<file path="config.mk">
export PLATFORM = sky130hd
export DESIGN_NAME = prio_intc
export DESIGN_NICKNAME = d
export VERILOG_FILES = /design/src/rtl/intc_pkg.sv /design/src/rtl/intc_arbiter.sv /design/src/rtl/intc_prio_stack.sv /design/src/rtl/prio_intc.sv
export SDC_FILE = /design/constraint.sdc
export NUM_CORES = 2
export LEC_CHECK = 0
export CAP_MARGIN = 20
export CORE_UTILIZATION = 45
export CTS_CLUSTER_SIZE = 12
export DETAILED_ROUTE_END_ITERATION = 8
export SYNTH_ARGS = -nofsm -noshare
export SYNTH_HDL_FRONTEND = slang
export SYNTH_HIERARCHICAL = 1
export SYNTH_SLANG_ARGS = --single-unit
</file>
<file path="constraint.sdc">
create_clock -name clk -period 389.6 [get_ports clk]
set_clock_uncertainty 0.15 [all_clocks]
set_input_delay 58.44 -clock clk [delete_from_list [all_inputs] [get_ports clk]]
set_output_delay 58.44 -clock clk [all_outputs]
set_load 0.01 [all_outputs]
</file>
<file path="src/rtl/intc_pkg.sv">
package intc_pkg;
  // register offsets above the per-source priority window
  localparam int ADDR_CUR  = 'h1F0;
  localparam int ADDR_SWR  = 'h1F1;
  localparam int ADDR_VEC  = 'h1F2;
  localparam int ADDR_EOS  = 'h1F3;
  localparam int ADDR_MODE = 'h1F4;
  localparam int ADDR_ERR  = 'h1F5;

  typedef enum logic {
    ACK_BY_PIN  = 1'b0,
    ACK_BY_READ = 1'b1
  } ack_mode_e;
endpackage

</file>
<file path="src/rtl/intc_arbiter.sv">
module intc_arbiter #(
  parameter int NSRC = 199,
  parameter int PW   = 4,
  parameter int VW   = 9
) (
  input  logic                     clk,
  input  logic                     rst_n,
  input  logic [NSRC-1:0]          pend,
  input  logic [NSRC-1:0][PW-1:0]  prio,
  output logic [VW-1:0]            win_vec,
  output logic [PW-1:0]            win_prio
);
  typedef struct packed {
    logic [VW-1:0] vec;
    logic [PW-1:0] lvl;
  } win_t;

  // ascending scan with strict compare: ties keep the lower index,
  // level 0 can never beat the initial value
  function automatic win_t pick(input logic [NSRC-1:0] p,
                                input logic [NSRC-1:0][PW-1:0] l);
    win_t w;
    w.vec = '1;
    w.lvl = '0;
    for (int i = 0; i < NSRC; i++) begin
      if (p[i] && (l[i] > w.lvl)) begin
        w.vec = VW'(i);
        w.lvl = l[i];
      end
    end
    return w;
  endfunction

  win_t nxt;
  always_comb nxt = pick(pend, prio);

  always_ff @(posedge clk or negedge rst_n) begin
    if (!rst_n) begin
      win_vec  <= '1;
      win_prio <= '0;
    end else begin
      win_vec  <= nxt.vec;
      win_prio <= nxt.lvl;
    end
  end
endmodule

</file>
<file path="src/rtl/intc_prio_stack.sv">
module intc_prio_stack #(
  parameter int PW    = 4,
  parameter int DEPTH = 15,
  localparam int DW_  = $clog2(DEPTH + 1)
) (
  input  logic          clk,
  input  logic          rst_n,
  input  logic          push,
  input  logic          pop,
  input  logic [PW-1:0] din,
  output logic [PW-1:0] top,
  output logic [DW_-1:0] depth,
  output logic          push_drop,
  output logic          pop_empty
);
  logic [PW-1:0] mem [DEPTH];
  logic full, empty;

  assign full      = (depth == DW_'(DEPTH));
  assign empty     = (depth == '0);
  assign push_drop = push && full;
  assign pop_empty = pop && empty;
  assign top       = empty ? '0 : mem[depth - 1'b1];

  always_ff @(posedge clk or negedge rst_n) begin
    if (!rst_n) begin
      depth <= '0;
    end else if (push && !full) begin
      depth <= depth + 1'b1;
    end else if (pop && !empty) begin
      depth <= depth - 1'b1;
    end
  end

  always_ff @(posedge clk) begin
    if (push && !full) mem[depth] <= din;
  end
endmodule

</file>
<file path="src/rtl/prio_intc.sv">
module prio_intc
  import intc_pkg::*;
#(
  parameter int N_HW  = 191,
  parameter int N_SW  = 8,
  parameter int PW    = 4,
  parameter int VW    = 9,
  parameter int DEPTH = 15,
  parameter int AW    = 9,
  parameter int DW    = 16
) (
  input  logic            clk,
  input  logic            rst_n,
  input  logic [N_HW-1:0] hw_req,
  input  logic            irq_ack,
  input  logic            reg_we,
  input  logic            reg_re,
  input  logic [AW-1:0]   reg_addr,
  input  logic [DW-1:0]   reg_wdata,
  output logic [DW-1:0]   reg_rdata,
  output logic            irq,
  output logic [VW-1:0]   vec_out
);
  localparam int NSRC = N_HW + N_SW;
  localparam int SDW  = $clog2(DEPTH + 1);

  logic [N_HW-1:0]           hw_q;
  logic [N_SW-1:0]           sw_q;
  logic [NSRC-1:0][PW-1:0]   prio_q;
  logic [PW-1:0]             cur_prio;
  logic [VW-1:0]             win_vec;
  logic [PW-1:0]             win_prio;
  ack_mode_e                 mode_q;
  logic                      err_q;

  // named events for the checker
  logic ack_fire, eos_fire, cur_wr;
  logic [PW-1:0]  stk_top;
  logic [SDW-1:0] stk_depth;
  logic push_drop, pop_empty;

  logic unused_wdata;
  assign unused_wdata = ^reg_wdata;

  assign irq     = (win_prio > cur_prio);
  assign vec_out = win_vec;

  assign ack_fire = irq && ((mode_q == ACK_BY_READ)
                            ? (reg_re && reg_addr == AW'(ADDR_VEC))
                            : irq_ack);
  assign eos_fire = reg_we && (reg_addr == AW'(ADDR_EOS));
  assign cur_wr   = reg_we && (reg_addr == AW'(ADDR_CUR));

  always_ff @(posedge clk or negedge rst_n) begin
    if (!rst_n) begin
      hw_q   <= '0;
      sw_q   <= '0;
      mode_q <= ACK_BY_PIN;
    end else begin
      hw_q <= hw_req;
      if (reg_we && reg_addr == AW'(ADDR_SWR))  sw_q   <= reg_wdata[N_SW-1:0];
      if (reg_we && reg_addr == AW'(ADDR_MODE)) mode_q <= ack_mode_e'(reg_wdata[0]);
    end
  end

  generate
    for (genvar g = 0; g < NSRC; g++) begin : g_prio
      always_ff @(posedge clk or negedge rst_n) begin
        if (!rst_n)                             prio_q[g] <= '0;
        else if (reg_we && reg_addr == AW'(g))  prio_q[g] <= reg_wdata[PW-1:0];
      end
    end
  endgenerate

  // current priority: acknowledge first, then end of service, then direct write
  always_ff @(posedge clk or negedge rst_n) begin
    if (!rst_n) begin
      cur_prio <= '0;
      err_q    <= 1'b0;
    end else begin
      if (ack_fire)                    cur_prio <= win_prio;
      else if (eos_fire && !pop_empty) cur_prio <= stk_top;
      else if (cur_wr)                 cur_prio <= reg_wdata[PW-1:0];
      if (push_drop || pop_empty)      err_q    <= 1'b1;
    end
  end

  intc_arbiter #(.NSRC(NSRC), .PW(PW), .VW(VW)) u_arb (
    .clk      (clk),
    .rst_n    (rst_n),
    .pend     ({sw_q, hw_q}),
    .prio     (prio_q),
    .win_vec  (win_vec),
    .win_prio (win_prio)
  );

  intc_prio_stack #(.PW(PW), .DEPTH(DEPTH)) u_stk (
    .clk       (clk),
    .rst_n     (rst_n),
    .push      (ack_fire),
    .pop       (eos_fire && !ack_fire),
    .din       (cur_prio),
    .top       (stk_top),
    .depth     (stk_depth),
    .push_drop (push_drop),
    .pop_empty (pop_empty)
  );

  always_comb begin
    reg_rdata = '0;
    for (int i = 0; i < NSRC; i++) begin
      if (reg_addr == AW'(i)) reg_rdata = DW'(prio_q[i]);
    end
    if (reg_addr == AW'(ADDR_CUR))  reg_rdata = DW'(cur_prio);
    if (reg_addr == AW'(ADDR_SWR))  reg_rdata = DW'(sw_q);
    if (reg_addr == AW'(ADDR_VEC))  reg_rdata = DW'(win_vec);
    if (reg_addr == AW'(ADDR_MODE)) reg_rdata = DW'(mode_q);
    if (reg_addr == AW'(ADDR_ERR))  reg_rdata = DW'(err_q);
  end
endmodule

</file>
### Word-level counts from Yosys, hierarchy flattened

Memories as Yosys holds them, arrays and structs flattened.
Index checks and enable logic that the tools add are counted.
W data, S select, Z words.

* $add $sub $neg: 2
* mux-type cells: 412
* eq/ne operators: 205
* reduce and logical (&&, ||, !) cells: 419
* magnitude comparators: 200

Operators by type and width (count)
* $mux W16: 203
* $mux W13: 199
* $gt A4 B4 Y1: 199
* $eq A9 B8 Y1 const B: 71
* $eq A9 B7 Y1 const B: 64
* $logic_and A1 B1 Y1: 410
* $eq A9 B6 Y1 const B: 32
* $eq A9 B5 Y1 const B: 16
* $eq A9 B4 Y1 const B: 8
* $eq A9 B9 Y1 const B: 6
* $eq A9 B3 Y1 const B: 4
* $mux W4: 7
* $eq A9 B2 Y1 const B: 2
* $eq A9 B1 Y1 const B: 1
* $logic_not A9 Y1: 1
* $add A4 B1 Y4 const B: 1
* $eq A4 B4 Y1 const B: 1
* $gt A4 B1 Y1 const B: 1
* $logic_not A1 Y1: 4
* $logic_not A4 Y1: 1
* $sub A4 B1 Y4 const B: 1
* $mux W1: 3
* $reduce_bool A3 Y1: 1
* $reduce_bool A2 Y1: 1
* $logic_or A1 B1 Y1: 1

* word-level logic and storage cells: 1446
* bits in writable memories: 60
* input port bits: 221
* memories: 1
* register bits after elaboration: 1018

Memory list
* u_stk.mem: depth 15, bits a word 4, rd ports 1, clocked after memory_dff 0, write ports 1, line intc_prio_stack.sv:16 `logic [PW-1:0] mem [DEPTH];`

### Depth between registers and ports, before layout

* depth after elaboration: 597
* depth in mapped cells: 1684
* mapped depth without buffers: 1656

### Modules after synthesis

Netlist, hierarchy kept.

Modules (own cells, without submodules)
* intc_arbiter: times used 1, area each 52263.9 um^2, cells an instance 7278
* prio_intc: times used 1, area each 44973.1 um^2, cells an instance 3691
* intc_prio_stack: times used 1, area each 2812.7 um^2, cells an instance 163

### Least setup slack after synthesis

OpenSTA, ideal clock, no wires.

* path kind: reg-to-reg
* start: register hw_q[0]
* end: register u_arb.win_vec[3]
* required time: 389388 ps
* setup slack: 103785 ps
* arrival time: 285604 ps
* stages on the path, launching flop included: 1494
* cell sequence: dfrtp_1 > and2_1 > ha_1 > nor2b_4 > o211ai_2 > a21oi_1 > mux2_2 > ha_1 > nand3_1 > nor2_1 > and3_1 > nor2_1 > nand2_1 > a21oi_1 > inv_1 > ha_1 > nor2b_1 > or2_2 > [1458 not listed] > o211a_4 > or2_1 > buf_4 > o21ai_1 > ha_1 > a21oi_1 > a21boi_0 > a31oi_1 > a21boi_2 > nor3_4 > buf_6 > mux2_4 > ha_1 > o21a_1 > o21a_1 > o211ai_1 > and3_4 > and3_1

RTL lines
* start, declared: line prio_intc.sv:27 `logic [N_HW-1:0] hw_q;`
* start signal, assigned: line prio_intc.sv:60 `hw_q <= hw_req;`
* end signal, assigned: line intc_arbiter.sv:42 `win_vec <= nxt.vec;`
* end, declared: line intc_arbiter.sv:10 `output logic [VW-1:0] win_vec,`

==> qor.csv <==
stage;metric;value;unit
run_status;status;finished with violations;
run_status;failing checks;design-rule violations, max-capacitance violations;
timing;final cycle utilization of the critical path;86.7;%
setup_path;CP Class;in -> async;
clock_network;CTS buffer count;138;
setup_path;WP data required;390.24;ns
timing;Max transition margin;0.610;%
setup_path;CP endpoint;prio_q[656]$_DFFE_PN0P_;
setup_path;CP arrival;62.10;ns
final_layout;synthesis-to-layout area growth;9.05;%
job;max-capacitance violation count;1;
yosys;cell area after synthesis;100000;um^2
timing;Fmax;0.00296;GHz
final_layout;commonest non-fill, non-tap cell in the layout;nand2_1;
setup_path;critical path's top delay family;buffers and inverters;
die;Die W;474;um
die;initial core utilization;45.4;%
clock_network;CTS tree;done;
routing;vias;94600;
setup_path;CP Cell Sequence;buf_8 > buf_4 > buf_4 > buf_4 > buf_12;
clock_network;Clk pin slew, worst setup/hold paths;0.06;ns
grt;initial antenna violation count;40;
routing;drt first pass iters;8;
setup_path;CP dominant cell by count;buf_4;
place;Final HPWL DP;295000;um
setup_path;CP startpoint kind;input pin;
routing;drt first-iter violations;10300;
setup_path;Setup crit end kind;async pin;
yosys;ys flop type;dfrtp_1;
timing;Fin Setup TNS;0;ns
die;total core area;220000;um^2
setup_path;FF-to-FF End;u_arb/win_prio[3]$_DFF_PN0_;
clock_network;Clock Path Buffers;3;
final_layout;filler cell count;20900;
clock_network;postcts setup bufs;0;
die;row count;172;
timing;# setup viols final;0;
yosys;Post-synth ARST share;94.4;%
yosys;Synth Instances;11100;
final_layout;Final Net Count;11900;
yosys;average size of a mapped cell;8.99;um^2
setup_path;CP bufs+invs;5;
grt;vias in the first global route;90100;
grt;grt ovf;0;
grt;Tot GR Track Use;34.3;%
yosys;sequential area share after synthesis;27.3;%
routing;drt drc;29;
routing;final wirelength;399000;um
setup_path;crit path from;rst_n;
setup_path;Max stage delay on crit path;0.81;ns
clock_network;hold buffers post-CTS;0;
worst_hold_path;Hold Startpoint;err_q$_DFFE_PN0P_;
setup_path;Crit path depth;5;
setup_path;Worst R2R Setup Slack;51.64;ns
timing;Slew Limit Fails;0;
die;num ports;247;
setup_path;CP Max Fanout;156;
grt;first-pass GRT wire length;583000;um
place;PortBufs;231;
worst_hold_path;Min-Delay Endpoint;err_q$_DFFE_PN0P_;
yosys;Yosys warning total;6;
clock_network;CTS-repair resized insts;0;
routing;mean number of vias per cell;6.62;
worst_hold_path;Worst Hold Depth;1;
grt;largest net degree at the start of global routing;157;
yosys;synthesized flop and latch total;1078;
timing;Hold Vio Cnt, Final;0;
die;die area;224000;um^2
setup_path;RR Startpoint;hw_q[0]$_DFF_PN0_;
yosys;number of synthesized flops with an enable pin;60;
routing;wire length per cell;27.9;um
clock_network;Clock Latency Late Sink;0.83;ns
worst_hold_path;min-delay worst type;reg -> reg;
place;Placer Congestion;0.973;
routing;Post-DRT Antenna Nets;0;
clock_network;clock root cell;clkbuf_16;
timing;RSZ-0062 raised after global routing;no;
final_layout;layout cells sized above 1;22.4;%
clock_network;clk sinks;1078;
yosys;Distinct cells, synth;225;
setup_path;cell depth of the worst flop-to-flop path;1476;
timing;min Tclk post-route;337.96;ns
die;Die Y-Extent;474;um
final_layout;Core Util, Final;49.5;%
final_layout;most frequent cells in the layout;nand2_1 (1224), dfrtp_1 (1009), mux2_2 (934);
clock_network;H-Tree Depth;4;
setup_path;CP max stage cell;buf_4;
## worst max-delay path by stage
stage | startpoint | to | slack (ns)
5_1_grt | hw_q[0]$_DFF_PN0_ | u_arb/win_prio[3]$_DFF_PN0_ | 25.61
2_1_floorplan | hw_q[0]$_DFF_PN0_ | u_arb/win_vec[3]$_DFF_PN1_ | 103.79
3_3_place_gp | hw_q[0]$_DFF_PN0_ | u_arb/win_prio[0]$_DFF_PN0_ | 61.54
## stage by stage
step	setup slack [ns]	hold slack (ns)	instance area, um^2	cells
after floorplan	103.79	0.283	100000	11100
after global placement	61.54	0.339	104000	14000
after detailed placement	57.62	0.323	104000	14000
after CTS	56.16	0.347	109000	14300
after global routing	25.61	0.353	109000	14300
final	51.64	0.344	109000	14300
## registers in the layout, indices dropped and copies added (netlist names)
signal,flops
err_q,1
u_stk/mem,60
u_arb/win_vec,9
u_stk/depth,4
prio_q,796
cur_prio,4
sw_q,8
u_arb/win_prio,4
hw_q,191
mode_q,1
## routing by layer
| layer | share of wire [%] | up-vias | global-route usage [%] |
|---|---|---|---|
| met5 | 0.20 | - | 1.15 |
| met4 | 5.9 | 39 | 18.2 |
| met3 | 9.8 | 1032 | 9.47 |
| met2 | 44 | 4602 | 52.9 |
| met1 | 41 | 46700 | 43.2 |
| li1 | - | 42200 | - |
## area by class of cell
cell class                 instances  area, um^2  area share, %
inverter                         705        2650           2.43
timing repair buffer             374        3420           3.14
clock inverter                    57         659          0.604
antenna                           20        50.0         0.0459
clock buffer                     193        4020           3.68
multi-input combinational       8908       67300           61.7
sequential                      1078       27300           25.0
tap                             2958        3700           3.39
## Yosys cell counts (47+ instances only)
cell | number | share of area [%]
mux2i_1 | 174 | 1.7
xnor2_1 | 170 | 1.5
a21o_2 | 59 | 0.52
clkbuf_1 | 190 | 0.71
nor2_1 | 585 | 2.2
a211oi_1 | 82 | 0.62
dfrtp_1 | 1009 | 25
o21ai_0 | 655 | 3.3
a22oi_1 | 114 | 0.86
edfxtp_1 | 60 | 1.8
nor3_1 | 141 | 0.71
o21ai_1 | 76 | 0.38
a31oi_1 | 158 | 0.99
and3_1 | 67 | 0.42
o211a_1 | 52 | 0.52
nand3_1 | 370 | 1.9
nand2_1 | 1229 | 4.6
o31ai_1 | 75 | 0.56
o2111ai_1 | 47 | 0.41
o21a_1 | 96 | 0.72
o211ai_1 | 179 | 1.3
and2_2 | 87 | 0.65
buf_2 | 86 | 0.43
or2b_2 | 59 | 0.52
and2_1 | 59 | 0.37
a221oi_1 | 61 | 0.53
a21oi_1 | 476 | 2.4
and3_2 | 58 | 0.44
mux2_2 | 934 | 11
xor2_1 | 87 | 0.76
nand4_1 | 128 | 0.80
inv_1 | 700 | 2.6
buf_6 | 47 | 0.53
a21o_1 | 91 | 0.68
o221ai_1 | 57 | 0.50
or3_1 | 65 | 0.41
o22ai_1 | 94 | 0.59
maj3_1 | 56 | 0.56
ha_1 | 461 | 5.8
## cell families (layout without fill, tap and decap cells)
logic type / Yosys count / after routing / synth area share (%)
simple gates: 3486 / 3486 / 18.2
mux: 1165 / 1165 / 13.2
fa+ha+maj: 527 / 527 / 6.44
flops: 1078 / 1078 / 27.3
xor+xnor: 260 / 260 / 2.31
compound gates: 3463 / 3463 / 26.9
buf+inv: 1152 / 1329 / 5.60
other cells: 1 / 27 / 0.00375
Power is not shown: default switching activity piles up to over one toggle a cycle in this logic, so the estimate is an artifact.
